[config.mk]
export PLATFORM = sky130hd
export DESIGN_NAME = pwm_align_gen
export DESIGN_NICKNAME = d
export VERILOG_FILES = /design/src/rtl/pwm_align_pkg.sv /design/src/rtl/pwm_cfg_regs.sv /design/src/rtl/pwm_base_ctr.sv /design/src/rtl/pwm_chan_cmp.sv /design/src/rtl/pwm_align_gen.sv
export SDC_FILE = /design/constraint.sdc
export NUM_CORES = 1
export LEC_CHECK = 0
export BUFFER_PORTS_ARGS = -buffer_cell sky130_fd_sc_hd__buf_2
export CORE_MARGIN = 4
export CORE_UTILIZATION = 32
export CTS_BUF_LIST = sky130_fd_sc_hd__clkbuf_2 sky130_fd_sc_hd__clkbuf_4 sky130_fd_sc_hd__clkbuf_8
export CTS_CLUSTER_DIAMETER = 80
export DETAILED_ROUTE_END_ITERATION = 10
export PLACE_DENSITY = 0.54
export SLEW_MARGIN = 40
export SYNTH_ARGS = -nofsm -noshare
export SYNTH_HDL_FRONTEND = slang
export SYNTH_SLANG_ARGS = --single-unit
[constraint.sdc]
create_clock -name clk -period 15.38 [get_ports clk]
set_clock_uncertainty 0.2 [all_clocks]
set_input_delay 3.845 -clock clk [delete_from_list [all_inputs] [get_ports clk]]
set_output_delay 3.845 -clock clk [all_outputs]
set_load 0.02 [all_outputs]
[src/rtl/pwm_align_pkg.sv]
package pwm_align_pkg;
    typedef enum logic [1:0] {
        ALIGN_LEFT   = 2'd0,
        ALIGN_RIGHT  = 2'd1,
        ALIGN_CENTER = 2'd2,
        ALIGN_RSVD   = 2'd3
    } align_e;
endpackage

[src/rtl/pwm_cfg_regs.sv]
module pwm_cfg_regs
    import pwm_align_pkg::*;
#(
    parameter int CNT_W   = 16,
    parameter int NUM_CH  = 4,
    parameter int ADDR_W  = 3,
    parameter int PER_RST = 8
) (
    input  logic                           clk,
    input  logic                           rst_n,
    input  logic                           wr_en,
    input  logic [ADDR_W-1:0]              wr_addr,
    input  logic [CNT_W-1:0]               wr_data,
    input  align_e                         mode_in,
    input  logic                           wrap,
    output logic [CNT_W-1:0]               per_act,
    output logic [NUM_CH-1:0][CNT_W-1:0]   duty_act,
    output align_e                         mode_act,
    output logic [NUM_CH-1:0]              ch_en,
    output logic [NUM_CH-1:0]              ch_pol
);
    localparam logic [ADDR_W-1:0] ADDR_PER  = ADDR_W'(0);
    localparam logic [ADDR_W-1:0] ADDR_CTL  = ADDR_W'(1);
    localparam int                DUTY_BASE = 2;
    localparam logic [CNT_W-1:0]  PER_INIT  = CNT_W'(PER_RST);

    typedef struct packed {
        logic [CNT_W-1:0]             per_sh;
        logic [CNT_W-1:0]             per_act;
        logic [NUM_CH-1:0][CNT_W-1:0] duty_sh;
        logic [NUM_CH-1:0][CNT_W-1:0] duty_act;
        align_e                       mode_act;
        logic [NUM_CH-1:0]            en;
        logic [NUM_CH-1:0]            pol;
    } regs_t;

    regs_t regs_d, regs_q;

    always_comb begin
        regs_d = regs_q;
        // working set refresh at the period end, from the values shadowed before this edge
        if (wrap) begin
            regs_d.per_act  = (regs_q.per_sh == '0) ? CNT_W'(1) : regs_q.per_sh;
            regs_d.duty_act = regs_q.duty_sh;
            regs_d.mode_act = mode_in;
        end
        if (wr_en) begin
            if (wr_addr == ADDR_PER) begin
                regs_d.per_sh = wr_data;
            end
            if (wr_addr == ADDR_CTL) begin
                regs_d.en  = wr_data[NUM_CH-1:0];
                regs_d.pol = wr_data[2*NUM_CH-1:NUM_CH];
            end
            for (int i = 0; i < NUM_CH; i++) begin
                if (wr_addr == ADDR_W'(DUTY_BASE + i)) begin
                    regs_d.duty_sh[i] = wr_data;
                end
            end
        end
    end

    always_ff @(posedge clk or negedge rst_n) begin
        if (!rst_n) begin
            regs_q          <= '0;
            regs_q.per_sh   <= PER_INIT;
            regs_q.per_act  <= PER_INIT;
            regs_q.mode_act <= ALIGN_LEFT;
        end else begin
            regs_q <= regs_d;
        end
    end

    assign per_act  = regs_q.per_act;
    assign duty_act = regs_q.duty_act;
    assign mode_act = regs_q.mode_act;
    assign ch_en    = regs_q.en;
    assign ch_pol   = regs_q.pol;

    AST_SHADOW_HOLD: assert property (@(posedge clk) disable iff (!rst_n)
        !wrap |=> ($stable(regs_q.per_act) && $stable(regs_q.duty_act) && $stable(regs_q.mode_act)))
        else $error("working set changed outside a period end");

    AST_PER_NONZERO: assert property (@(posedge clk) disable iff (!rst_n)
        wrap |=> (regs_q.per_act != '0))
        else $error("zero period reached the working set");
endmodule

[src/rtl/pwm_base_ctr.sv]
module pwm_base_ctr
    import pwm_align_pkg::*;
#(
    parameter int CNT_W = 16
) (
    input  logic             clk,
    input  logic             rst_n,
    input  logic             tick_en,
    input  align_e           mode_act,
    input  logic [CNT_W-1:0] per_act,
    output logic [CNT_W-1:0] cnt,
    output logic             wrap
);
    localparam logic [CNT_W-1:0] ONE = CNT_W'(1);

    typedef struct packed {
        logic [CNT_W-1:0] cnt;
        logic             down;
    } ctr_t;

    ctr_t ctr_d, ctr_q;
    logic at_top;
    logic wrap_c;

    always_comb begin
        ctr_d  = ctr_q;
        wrap_c = 1'b0;
        at_top = (ctr_q.cnt == per_act - ONE);
        if (tick_en) begin
            if (mode_act == ALIGN_CENTER) begin
                if (!ctr_q.down) begin
                    if (at_top) ctr_d.down = 1'b1;
                    else        ctr_d.cnt  = ctr_q.cnt + ONE;
                end else if (ctr_q.cnt == '0) begin
                    wrap_c     = 1'b1;
                    ctr_d.down = 1'b0;
                end else begin
                    ctr_d.cnt = ctr_q.cnt - ONE;
                end
            end else if (at_top) begin
                wrap_c     = 1'b1;
                ctr_d.cnt  = '0;
                ctr_d.down = 1'b0;
            end else begin
                ctr_d.cnt = ctr_q.cnt + ONE;
            end
        end
    end

    always_ff @(posedge clk or negedge rst_n) begin
        if (!rst_n) ctr_q <= '0;
        else        ctr_q <= ctr_d;
    end

    assign cnt  = ctr_q.cnt;
    assign wrap = wrap_c;

    AST_CNT_IN_RANGE: assert property (@(posedge clk) disable iff (!rst_n)
        ctr_q.cnt < per_act)
        else $error("count outside the period");

    AST_HOLD_NO_TICK: assert property (@(posedge clk) disable iff (!rst_n)
        !tick_en |=> ($stable(ctr_q.cnt) && $stable(ctr_q.down)))
        else $error("counter moved without a tick");

    AST_DOWN_ONLY_CENTER: assert property (@(posedge clk) disable iff (!rst_n)
        ctr_q.down |-> (mode_act == ALIGN_CENTER))
        else $error("down-count outside center alignment");
endmodule

[src/rtl/pwm_chan_cmp.sv]
module pwm_chan_cmp
    import pwm_align_pkg::*;
#(
    parameter int CNT_W = 16
) (
    input  logic             en,
    input  logic             pol,
    input  align_e           mode_act,
    input  logic [CNT_W-1:0] cnt,
    input  logic [CNT_W-1:0] per_act,
    input  logic [CNT_W-1:0] duty,
    output logic             active,
    output logic             level,
    output logic             oe
);
    logic [CNT_W:0] reach;
    logic           early_on;
    logic           late_on;
    logic           raw_on;

    always_comb begin
        reach    = {1'b0, cnt} + {1'b0, duty};
        early_on = (cnt < duty);
        late_on  = (reach >= {1'b0, per_act});
        unique case (mode_act)
            ALIGN_RIGHT, ALIGN_CENTER: raw_on = late_on;
            default:                   raw_on = early_on;
        endcase
        active = en & raw_on;
        level  = active ^ pol;
        oe     = en;
    end
endmodule

[src/rtl/pwm_align_gen.sv]
module pwm_align_gen
    import pwm_align_pkg::*;
#(
    parameter int CNT_W   = 16,
    parameter int NUM_CH  = 4,
    parameter int PER_RST = 8,
    parameter int ADDR_W  = $clog2(NUM_CH + 2)
) (
    input  logic              clk,
    input  logic              rst_n,
    input  logic              tick_en,
    input  logic [1:0]        mode,
    input  logic              wr_en,
    input  logic [ADDR_W-1:0] wr_addr,
    input  logic [CNT_W-1:0]  wr_data,
    output logic [NUM_CH-1:0] ch_active,
    output logic [NUM_CH-1:0] pin_level,
    output logic [NUM_CH-1:0] pin_oe
);
    logic [CNT_W-1:0]             per_act;
    logic [NUM_CH-1:0][CNT_W-1:0] duty_act;
    align_e                       mode_act;
    logic [NUM_CH-1:0]            ch_en;
    logic [NUM_CH-1:0]            ch_pol;
    logic [CNT_W-1:0]             cnt;
    logic                         wrap;

    pwm_cfg_regs #(
        .CNT_W(CNT_W), .NUM_CH(NUM_CH), .ADDR_W(ADDR_W), .PER_RST(PER_RST)
    ) i_regs (
        .clk(clk), .rst_n(rst_n), .wr_en(wr_en), .wr_addr(wr_addr),
        .wr_data(wr_data), .mode_in(align_e'(mode)), .wrap(wrap),
        .per_act(per_act), .duty_act(duty_act), .mode_act(mode_act),
        .ch_en(ch_en), .ch_pol(ch_pol)
    );

    pwm_base_ctr #(.CNT_W(CNT_W)) i_ctr (
        .clk(clk), .rst_n(rst_n), .tick_en(tick_en), .mode_act(mode_act),
        .per_act(per_act), .cnt(cnt), .wrap(wrap)
    );

    for (genvar g = 0; g < NUM_CH; g++) begin : g_ch
        pwm_chan_cmp #(.CNT_W(CNT_W)) i_cmp (
            .en(ch_en[g]), .pol(ch_pol[g]), .mode_act(mode_act), .cnt(cnt),
            .per_act(per_act), .duty(duty_act[g]),
            .active(ch_active[g]), .level(pin_level[g]), .oe(pin_oe[g])
        );

        AST_ZERO_NEVER: assert property (@(posedge clk) disable iff (!rst_n)
            (duty_act[g] == '0) |-> !ch_active[g])
            else $error("zero duty channel active");

        AST_FULL_ALWAYS: assert property (@(posedge clk) disable iff (!rst_n)
            (ch_en[g] && (duty_act[g] >= per_act)) |-> ch_active[g])
            else $error("full duty channel inactive");

        AST_DIS_TRISTATE: assert property (@(posedge clk) disable iff (!rst_n)
            !ch_en[g] |-> (!pin_oe[g] && !ch_active[g] && (pin_level[g] == ch_pol[g])))
            else $error("disabled channel drives or is active");
    end
endmodule

==> Flow_metrics.wiki <==
{| class="wikitable"
! Metric !! Value
|-
| Vias per inst || 5.26
|-
| Final setup margin || 5.78 ns
|-
| Antenna diode instance count || 0
|-
| Most frequent standard cell in the layout excluding fill and tap cells || ha_1
|-
| Register clock-pin slew on the reported worst setup and hold paths || 0.10 ns
|-
| Die span in x || 221 µm
|-
| Final min period || 9.60 ns
|-
| Post-placement cell count || 2035
|-
| Setup violation total in the final timing report || 0
|-
| Proportion of layout cells with a drive suffix above 1 || 0.133
|-
| Antenna violations before repair || 3
|-
| Destination of the worst register-to-register timing path || i_regs.duty_act[60]
|-
| Post-place setup slack || 6.31 ns
|-
| Clock tree from TritonCTS || yes
|-
| Origin of the worst min-delay path || i_regs.regs_q[96]
|-
| Max Cap Viol || 0
|-
| Largest fanout on the critical path || 15
|-
| Synth top area share || 0.320
|-
| Run status || finished clean
|-
| Detail Route Antenna Nets || 0
|-
| Post-layout instance area || 0.0156 mm²
|-
| Clock root buffer master || clkbuf_8
|-
| Crit Path Category || reg2out
|-
| Final total negative setup slack || 0 ns
|-
| Effective utilization at floorplan || 0.325
|-
| Crit path arrival time || 5.56 ns
|-
| Last weighted congestion value of the routability-driven placer || 0.914
|-
| Total power || 3.41 mW
|-
| Fillcell total || 4553
|-
| Core ar. || 0.0445 mm²
|-
| Total count of hold-check failures in the final report || 0
|-
| Main area contributors after synthesis || dfrtp_1, ha_1, mux2_2, mux2_1, inv_1
|-
| Summed instance area of the synthesized netlist || 0.0145 mm²
|-
| Standard cell area after detailed placement || 0.0152 mm²
|-
| Cell with the largest stage delay on the worst path || dfrtp_1
|-
| Leakage Power || 7.25 nW
|-
| Number of buffers and inverters on the critical path || 2
|-
| Global-route wire length before repair || 61000 µm
|-
| Vias after detailed routing || 10.9k
|-
| Hpwl dp || 29600 µm
|-
| Total number of H-tree levels || 4
|-
| Async set-reset flop share out of synthesis || 1.00
|-
| Path type of the worst min-delay path || reg2reg
|-
| Maximum number of pins on one net before global-route repair || 71
|-
| Quantity of gates resized following cts || 0
|-
| Mapped Nets || 1679
|-
| Data required time of the worst path || 11.34 ns
|-
| CTS Sinks || 187
|-
| Remaining routing DRC violations || 0
|-
| Final core utilization || 0.351
|-
| Delay of the slowest critical-path stage || 0.71 ns
|-
| Global route total overflow || 0
|-
| Number of port buffers || 36
|-
| Number of slew-limit violations in the final report || 0
|-
| CP Launch Type || register
|-
| Synth Register Bits || 187
|-
| DRT Pass-1 Iters || 4
|-
| Power per Cell Area || 218 mW/mm²
|-
| Reg2reg setup slack || 10.82 ns
|-
| Part of the cycle the worst path needs || 0.624
|-
| Cell taking the most area after synthesis || dfrtp_1
|-
| Number of buffers added for setup after CTS || 0
|-
| Final cell count without fillers || 2067
|-
| Number of buffers created by CTS || 17
|-
| Violation count after the first detailed-route iteration || 816
|-
| Worst R2R Path Depth || 11
|-
| Number of standard cells after synthesis || 1453
|-
| Worst-margin pin slew || 0.859 ns
|-
| Number of warnings printed during yosys synthesis || 0
|-
| Hold_buf cts || 0
|-
| Net count of the finished layout || 1688
|-
| Kind of cell with the highest combined delay on the critical path || compound AO/OA/AOI/OAI gates
|-
| Worst vdd rail ir drop || 94.1 µV
|-
| Worst relative slew slack || 0.427
|-
| Startpoint of the worst register-to-register path || i_regs.per_act[1]
|-
| Overall die height || 221 µm
|-
| Worst Hold Path Cells || 1
|-
| Area added between synthesis and finish || 7.71%
|-
| Final worst hold slack || 0.284 ns
|-
| GR Util All Layers || 0.161
|-
| CP cell instances || inv_1, fa_1, o21bai_1, a21oi_1, o21ai_0, a31oi_1, o31ai_1, a21oi_1, o21ai_0, xnor2_1, ha_1, a21o_1, a2111oi_0, o211ai_1, o311a_1, xor2_1, buf_2
|-
| Commonest cells after routing, fill and taps aside || ha_1, dfrtp_1, inv_1, mux2_2, nor2_1
|-
| Dominant synthesized flop cell || dfrtp_1
|-
| Highest clock rate || 104 MHz
|-
| Routed Wire Length || 38600 µm
|-
| Sequential share of the synthesized area || 0.323
|-
| Maximum buffer depth of the clock tree || 2
|-
| Clock latency of the later-clocked register in the worst-skew pair || 0.51 ns
|-
| Per-cell routed wire length || 18.7 µm
|-
| Avg Cell Area, Syn || 9.97 µm²
|-
| Via count of the first global-routing pass || 10.5k
|-
| Die footprint || 0.0487 mm²
|-
| Number of placement rows || 77
|-
| Endpoint of the worst hold path || i_regs.duty_act[22]
|-
| Number of primary I/O pins || 37
|-
| Type of element capturing the critical path || output pin
|-
| Post-synth EDFFs || 0
|-
| Unrepaired setup endpoints after global routing || no
|-
| Post-synthesis cell type count || 82
|}
cell families after synthesis:
family	count (synthesis)	share of synthesized area
flip-flops	187	0.323
buffers and inverters	197	0.0592
AND/OR/NAND/NOR	315	0.118
AO/OA/AOI/OAI	300	0.141
adder cells (fa/ha/maj)	201	0.176
XOR/XNOR	79	0.0478
multiplexers	174	0.135
per-layer routing:
metal	GRT usage	up-vias	part of all wire
met5	0	-	0.0010
met2	0.247	198	0.44
met1	0.236	5354	0.50
li1	-	5271	-
met3	0.0250	38	0.040
met4	0.0447	4	0.019
power breakdown:
group,switching [mW],internal (mW),leakage [nW]
logic,1.24,0.946,4.68
clock network,0.192,0.140,0.188
registers,0.239,0.650,2.39
worst register-to-register path: stages (launching register included):
cell and delay (ns):
dfrtp_1 0.48, inv_1 0.26, ha_1 0.27, or3b_1 0.50
or4_1 0.56, a21boi_1 0.15, o21ai_1 0.20, nand4b_4 0.37
o21ai_2 0.28, nand2_4 0.27, buf_6 0.36, mux2_1 0.54
synth_stat cells (6+ instances only):
cell type,n
a2111oi_0,12
a211oi_1,13
a21o_1,21
a21oi_1,80
a221oi_1,6
a31oi_1,15
and3_1,9
buf_4,14
buf_6,8
clkbuf_1,32
dfrtp_1,185
ha_1,197
inv_1,138
mux2_1,79
mux2_2,92
nand2_1,40
nand2b_1,17
nand3_1,26
nand4_1,23
nor2_1,85
nor2b_1,17
nor3_1,30
nor4_1,14
nor4b_1,6
o211ai_1,16
o21a_1,8
o21ai_0,41
o21bai_1,15
o31ai_1,15
or3_1,12
xnor2_1,48
xor2_1,31
state kept, by name, indices dropped and copies added, names as in the netlist:
register and count:
i_ctr.cnt 16, i_ctr.ctr_q 1, i_regs.ch_en 4, i_regs.ch_pol 4, i_regs.duty_act 64, i_regs.mode_act 2, i_regs.per_act 16, i_regs.regs_q 80
worst max-delay path by stage:
stage                  from      endpoint  slack, ns  cells past startpoint
2_1_floorplan  i_ctr.cnt[1]  pin_level[1]       7.19                     17
3_3_place_gp   i_ctr.cnt[1]  pin_level[1]       6.35                     17
3_5_place_dp   i_ctr.cnt[1]  pin_level[1]       6.31                     17
4_1_cts        i_ctr.cnt[1]  pin_level[1]       5.74                     17
5_1_grt        i_ctr.cnt[1]  pin_level[1]       5.22                     17
6_report       i_ctr.cnt[1]  pin_level[1]       5.78                     17
area by class of cell:
class | instances | area, µm² | share of cell area
well taps | 592 | 741 | 0.0475
clock inverters | 11 | 114 | 0.00730
repair buffers | 49 | 294 | 0.0188
inverters | 138 | 518 | 0.0332
multi-input cells | 1069 | 8990 | 0.576
flip-flops and latches | 187 | 4680 | 0.300
clock buffers | 21 | 270 | 0.0173
Power figures use the tool's default switching activity.
